==> src/rtl/rhb_pkg.sv <==
package rhb_pkg;
  localparam int unsigned NPIX  = 42;
  localparam int unsigned GRPW  = 6;
  localparam int unsigned TSW   = 13;
  localparam int unsigned WORDW = 30;
  localparam int unsigned NGRP  = NPIX / GRPW;
  localparam int unsigned GADW  = $clog2(NGRP);

  typedef struct packed {
    logic [TSW-1:0]  ts;
    logic [GADW-1:0] grp;
    logic [GRPW-1:0] pat;
  } rec_t;

  localparam int unsigned RECW = $bits(rec_t);
  localparam int unsigned PADW = WORDW - RECW - 2;
endpackage

==> src/rtl/rhb_capture.sv <==
module rhb_capture
  import rhb_pkg::*;
(
  input  logic            clk,
  input  logic            rst_n,
  input  logic            clr,
  input  logic            stb,
  input  logic            ovr,
  input  logic [NPIX-1:0] pix,
  output logic            cand_vld,
  output rec_t            cand_rec
);
  logic [NPIX-1:0] lat_q;
  logic [TSW-1:0]  ts_cnt_q, ts_lat_q;
  logic            scan_q;
  logic [GADW-1:0] gidx_q;
  logic [GRPW-1:0] grp_pat [NGRP];
  logic [GRPW-1:0] cur_pat;

  for (genvar g = 0; g < NGRP; g++) begin : g_slice
    assign grp_pat[g] = lat_q[g*GRPW +: GRPW];
  end

  always_comb begin
    cur_pat = '0;
    for (int i = 0; i < NGRP; i++)
      if (gidx_q == GADW'(i)) cur_pat = grp_pat[i];
  end

  assign cand_vld = scan_q && (cur_pat != '0);
  assign cand_rec = '{ts: ts_lat_q, grp: gidx_q, pat: cur_pat};

  always_ff @(posedge clk or negedge rst_n) begin
    if (!rst_n) begin
      lat_q    <= '0;
      ts_cnt_q <= '0;
      ts_lat_q <= '0;
      scan_q   <= 1'b0;
      gidx_q   <= '0;
    end else if (clr) begin
      ts_cnt_q <= '0;
      scan_q   <= 1'b0;
      gidx_q   <= '0;
    end else if (stb) begin
      lat_q    <= ovr ? '1 : pix;
      ts_lat_q <= ts_cnt_q;
      if (ts_cnt_q != '1) ts_cnt_q <= ts_cnt_q + 1'b1;
      scan_q   <= 1'b1;
      gidx_q   <= '0;
    end else if (scan_q) begin
      if (gidx_q == GADW'(NGRP-1)) begin
        scan_q <= 1'b0;
        gidx_q <= '0;
      end else begin
        gidx_q <= gidx_q + 1'b1;
      end
    end
  end
endmodule

==> src/rtl/rhb_slot_mem.sv <==
module rhb_slot_mem
  import rhb_pkg::*;
#(
  parameter int unsigned NSLOT = 19
) (
  input  logic clk,
  input  logic rst_n,
  input  logic clr,
  input  logic wr_vld,
  input  rec_t wr_rec,
  input  logic rd_ready,
  output logic rd_valid,
  output rec_t rd_rec,
  output logic ovf
);
  localparam int unsigned CNTW = $clog2(NSLOT + 1);

  rec_t            slot_q [NSLOT];
  logic [NSLOT-1:0] used_q;
  logic [CNTW-1:0] wcnt_q, rptr_q;
  logic            pool_full, head_used;

  assign pool_full = (wcnt_q == CNTW'(NSLOT));

  for (genvar s = 0; s < NSLOT; s++) begin : g_slot
    logic take;
    assign take = wr_vld && !pool_full && !used_q[s] && (wcnt_q == CNTW'(s));
    always_ff @(posedge clk or negedge rst_n) begin
      if (!rst_n) begin
        used_q[s] <= 1'b0;
        slot_q[s] <= '0;
      end else if (clr) begin
        used_q[s] <= 1'b0;
      end else if (take) begin
        used_q[s] <= 1'b1;
        slot_q[s] <= wr_rec;
      end
    end
  end

  always_comb begin
    rd_rec    = '0;
    head_used = 1'b0;
    for (int i = 0; i < NSLOT; i++)
      if (rptr_q == CNTW'(i)) begin
        rd_rec    = slot_q[i];
        head_used = used_q[i];
      end
  end

  assign rd_valid = (rptr_q != wcnt_q) && head_used;

  always_ff @(posedge clk or negedge rst_n) begin
    if (!rst_n) begin
      wcnt_q <= '0;
      rptr_q <= '0;
      ovf    <= 1'b0;
    end else if (clr) begin
      wcnt_q <= '0;
      rptr_q <= '0;
      ovf    <= 1'b0;
    end else begin
      if (wr_vld && !pool_full) wcnt_q <= wcnt_q + 1'b1;
      if (wr_vld && pool_full)  ovf    <= 1'b1;
      if (rd_valid && rd_ready) rptr_q <= rptr_q + 1'b1;
    end
  end
endmodule

==> src/rtl/row_hit_buf.sv <==
module row_hit_buf
  import rhb_pkg::*;
#(
  parameter int unsigned NSLOT = 19
) (
  input  logic             clk,
  input  logic             rst_n,
  input  logic             train_clr,
  input  logic             smp_stb,
  input  logic             ovr_en,
  input  logic [NPIX-1:0]  pix_hit,
  input  logic             rd_ready,
  output logic             rd_valid,
  output logic [WORDW-1:0] rd_data,
  output logic             ovf_flag
);
  logic cand_vld;
  rec_t cand_rec, head_rec;

  rhb_capture u_cap (
    .clk      (clk),
    .rst_n    (rst_n),
    .clr      (train_clr),
    .stb      (smp_stb),
    .ovr      (ovr_en),
    .pix      (pix_hit),
    .cand_vld (cand_vld),
    .cand_rec (cand_rec)
  );

  rhb_slot_mem #(.NSLOT(NSLOT)) u_mem (
    .clk      (clk),
    .rst_n    (rst_n),
    .clr      (train_clr),
    .wr_vld   (cand_vld),
    .wr_rec   (cand_rec),
    .rd_ready (rd_ready),
    .rd_valid (rd_valid),
    .rd_rec   (head_rec),
    .ovf      (ovf_flag)
  );

  assign rd_data = {rd_valid, ovf_flag, {PADW{1'b0}},
                    (rd_valid ? head_rec : rec_t'('0))};
endmodule

==> config.mk <==
export PLATFORM = sky130hd
export DESIGN_NAME = row_hit_buf
export DESIGN_NICKNAME = d
export VERILOG_FILES = /design/src/rtl/rhb_pkg.sv /design/src/rtl/rhb_capture.sv /design/src/rtl/rhb_slot_mem.sv /design/src/rtl/row_hit_buf.sv
export SDC_FILE = /design/constraint.sdc
export NUM_CORES = 1
export LEC_CHECK = 0
export BUFFER_PORTS_ARGS = -buffer_cell sky130_fd_sc_hd__buf_2
export CELL_PAD_IN_SITES_DETAIL_PLACEMENT = 2
export CELL_PAD_IN_SITES_GLOBAL_PLACEMENT = 2
export CORE_MARGIN = 2
export CORE_UTILIZATION = 40
export DETAILED_ROUTE_END_ITERATION = 12
export HOLD_SLACK_MARGIN = 0.03
export PLACE_DENSITY_LB_ADDON = 0.1
export SLEW_MARGIN = 20
export SYNTH_ARGS = -nofsm -noshare
export SYNTH_HDL_FRONTEND = slang
export SYNTH_HIERARCHICAL = 1
export SYNTH_SLANG_ARGS = --single-unit
==> constraint.sdc <==
create_clock -name clk -period 5.21 [get_ports clk]
set_input_delay 0.2605 -clock clk [delete_from_list [all_inputs] [get_ports clk]]
set_output_delay 0.2605 -clock clk [all_outputs]
set_load 0.01 [all_outputs]
==> flow_metrics.env <==
export IMPL_synth_xor_area_frac=0.006208
export IMPL_dpl_hpwl_um=59320
export IMPL_syn_to_final_growth_pct=13.89
export IMPL_drt_pass1_iterations=5
export IMPL_viasPerCell=5.931
export IMPL_drt_total_wl_um=90430
export IMPL_seq_area_frac_synth=0.5124
export IMPL_synth_ff_type="dfrtp_1"
export IMPL_finalNetCount=2386
export IMPL_numCtsBuffers=60
export IMPL_hold_viol_final=0
export IMPL_place_area_um2=26630
export IMPL_clk_latency_ns=0.63
export IMPL_syn_area_um2=25400
export IMPL_synth_top_family_by_area="multiplexers"
export IMPL_yosysWarnings=6
export IMPL_synth_commonest_cells="dfrtp_1 (520), mux2_2 (423), nand2_1 (161), nor2_1 (145), clkbuf_1 (133)"
export IMPL_p_total_uw=9429
export IMPL_grt_usage=0.2777
export IMPL_syn_inst=2279
export IMPL_grt_overflow=0
export IMPL_yosysUniqueCellTypes=86
export IMPL_ioPinCount=80
export IMPL_slew_violations=0
export IMPL_clk_pin_slew_ns=0.06
export IMPL_setup_tns_ns=0
export IMPL_synth_edf_count=0
export IMPL_muxShareOfSynthArea=0.1989
export IMPL_finalSetupViolations=0
export IMPL_final_cell_area_um2=28920
export IMPL_p_leak_uw=0.01375
export IMPL_post_route_min_period_ns=4.912
export IMPL_gp_congestion=0.8110
export IMPL_antenna_found_initial=5
export IMPL_route_detailed_drc=0
export IMPL_yosys_top_cells_area="dfrtp_1 (51%), mux2_2 (19%), nand2_1 (2.4%)"
export IMPL_cts_tree="built"
export IMPL_rsz0062_at_grt="no"
export IMPL_worstPathRequired_ns=4.95
export IMPL_grt_start_max_net_pins=153
export IMPL_hp_class="input port to register"
export IMPL_dr_total_vias=19080
export IMPL_ys_ff_latch=520
export IMPL_die_area_um2=65520
export IMPL_fillers=6395
export IMPL_hold_worst_slack_ns=0.07872
export IMPL_clock_sinks=520
export IMPL_finalCritPeriodShare=0.9428
export IMPL_cts_max_path_buffers=3
export IMPL_synthSimpleGateAreaFrac=0.1056
export IMPL_slew_headroom=0.2575
export IMPL_ant_nets=0
export IMPL_fin_skew_ns=0.02170
export IMPL_htree_num_levels=2
export IMPL_tightest_slew_ns=1.114
export IMPL_die_w_um=256.0
export IMPL_yosysTopAreaCellShare=0.5124
export IMPL_power_density_nw_per_um2=326.0
export IMPL_status="completed"
export IMPL_floorplan_rows=92
export IMPL_grt_pass1_vias=21500
export IMPL_synthArstFlopShare=1.000
export IMPL_core_area_um2=62970
export IMPL_cp_max_fo=24
export IMPL_crit_type="register to primary output"
export IMPL_cp_start_kind="register"
export IMPL_drt_first_iter_violations=1239
export IMPL_port_buffers=73
export IMPL_critPathArrivalTime_ns=4.65
export IMPL_yosysTopAreaCell="dfrtp_1"
export IMPL_cts_setup_buffers=0
export IMPL_die_h_um=256.0
export IMPL_crit_path_start="u_mem/rptr_q[0]"
export IMPL_wl_per_cell_um=28.11
export IMPL_peakVddDrop_uv=244.2
export IMPL_synth_most_common_cell="dfrtp_1"
export IMPL_start_util=0.4033
export IMPL_r2r_start="u_cap/gidx_q[1]"
export IMPL_cts_root_buf="clkbuf_16"
export IMPL_synth_compound_area_frac=0.1280
export IMPL_grt_pass1_wl_um=139000
export IMPL_end_kind="primary output"
export IMPL_synth_adder_area_share=0.005912
export IMPL_timing_fmax_ghz=0.2036
export IMPL_drive_gt1_frac=0.3024
export IMPL_avgSynthCellArea_um2=11.14
export IMPL_hold_path_startpoint="train_clr"
export IMPL_drv_cap=0
## worst paths after layout
check	to	slack [ns]	cells after the start
setup / recovery	rd_data[10]	0.30	12
max in group asynchronous	u_mem/slot_q[128]	3.57	3
hold reg to reg	u_cap/lat_q[0]	0.49	2
hold / removal	u_cap/ts_cnt_q[5]	0.08	2
setup reg to reg	u_mem/slot_q[33]	1.00	13
min in group asynchronous	u_mem/slot_q[321]	0.22	2
## kinds of logic (layout without fill, tap and decap cells)
kind of cell,count (synthesis),in the layout
simple gates,534,534
flops,520,520
compound gates,495,495
mux,447,447
buf+inv,252,336
xor+xnor,18,18
fa+ha+maj,12,12
other cells,1,9
## cell type report
cell class	instances	area [µm²]	area share
Antenna cell	3	7.507	0.0002595
Clock buffer	93	1777	0.06143
Clock inverter	11	62.56	0.002163
Inverter	33	123.9	0.004283
Multi-Input combinational cell	1512	11390	0.3937
Sequential cell	520	13010	0.4499
Tap cell	846	1059	0.03660
Timing Repair Buffer	199	1494	0.05165
## state kept, by name, indices dropped and copies added, names as in the netlist
signal	count
u_mem/slot_q	418
u_cap/lat_q	42
u_mem/used_q	19
u_cap/ts_cnt_q	13
u_cap/ts_lat_q	13
u_mem/rptr_q	5
u_mem/wcnt_q	5
u_cap/gidx_q	3
u_cap/scan_q	1
u_mem/ovf	1
## per-stage QoR
stage,utilization,instances,setup slack [ns]
finish,0.4594,3217,0.2980
global route,0.4592,3214,0.1400
CTS,0.4591,3214,0.2366
detailed placement,0.4229,3066,0.9298
global placement,0.4229,3066,1.030
floorplan,-,2284,1.411
## layer usage
metal  vias up  global-route usage  wire, µm
li1       8328                   -         -
met1     10270              0.3699     40500
met2       348              0.4755     44390
met3       136             0.03129      2860
met4         4             0.08512      2632
met5         -                   0        43
## worst max-delay path, cell delays in order (launching register included)
cell     delay, ns
dfrtp_1       0.51
inv_1         0.12
ha_2          0.43
buf_4         0.32
nor2_1        0.30
or3_1         0.81
o21ai_0       0.25
o31ai_2       0.34
o21ai_0       0.18
inv_1         0.08
buf_4         0.27
and2_2        0.21
buf_2         0.16
## power breakdown
| group | leakage (µW) | switching [µW] | internal, µW |
|---|---|---|---|
| sequential | 0.00713 | 141 | 4220 |
| combinational | 0.00571 | 644 | 377 |
| clock | 0.000912 | 1730 | 2320 |
| total | 0.0137 | 2510 | 6920 |
## layout by cell type (no fill, tap or decap), drive strengths merged, types with 11 or more instances in the layout
cell type    synthesis  final
a211oi              15     15
a21oi              103    103
a221o               23     23
a221oi              22     22
a31oi               24     24
and2                34     34
buf                 85    155
clkbuf             134     93
dfrtp              520    520
dlygate4sd3          0     44
ha                  12     12
inv                 32     34
mux2               436    436
nand2              161    161
nand2b              14     14
nand3               54     54
nand3b              11     11
nor2               145    145
nor2b               17     17
nor3                27     27
o211ai              22     22
o21ai              140    140
o221ai              16     16
o22ai               45     45
o31ai               12     12
xnor2               14     14
## timing repair
item | 4_1_cts | 5_1_grt
resized for setup | 0 | 1
endpoints found under the setup margin | 0 | 1
hold buffers | 44 | 0
hold endpoints to repair | 122 | 0
Power figures use the tool's default switching activity.
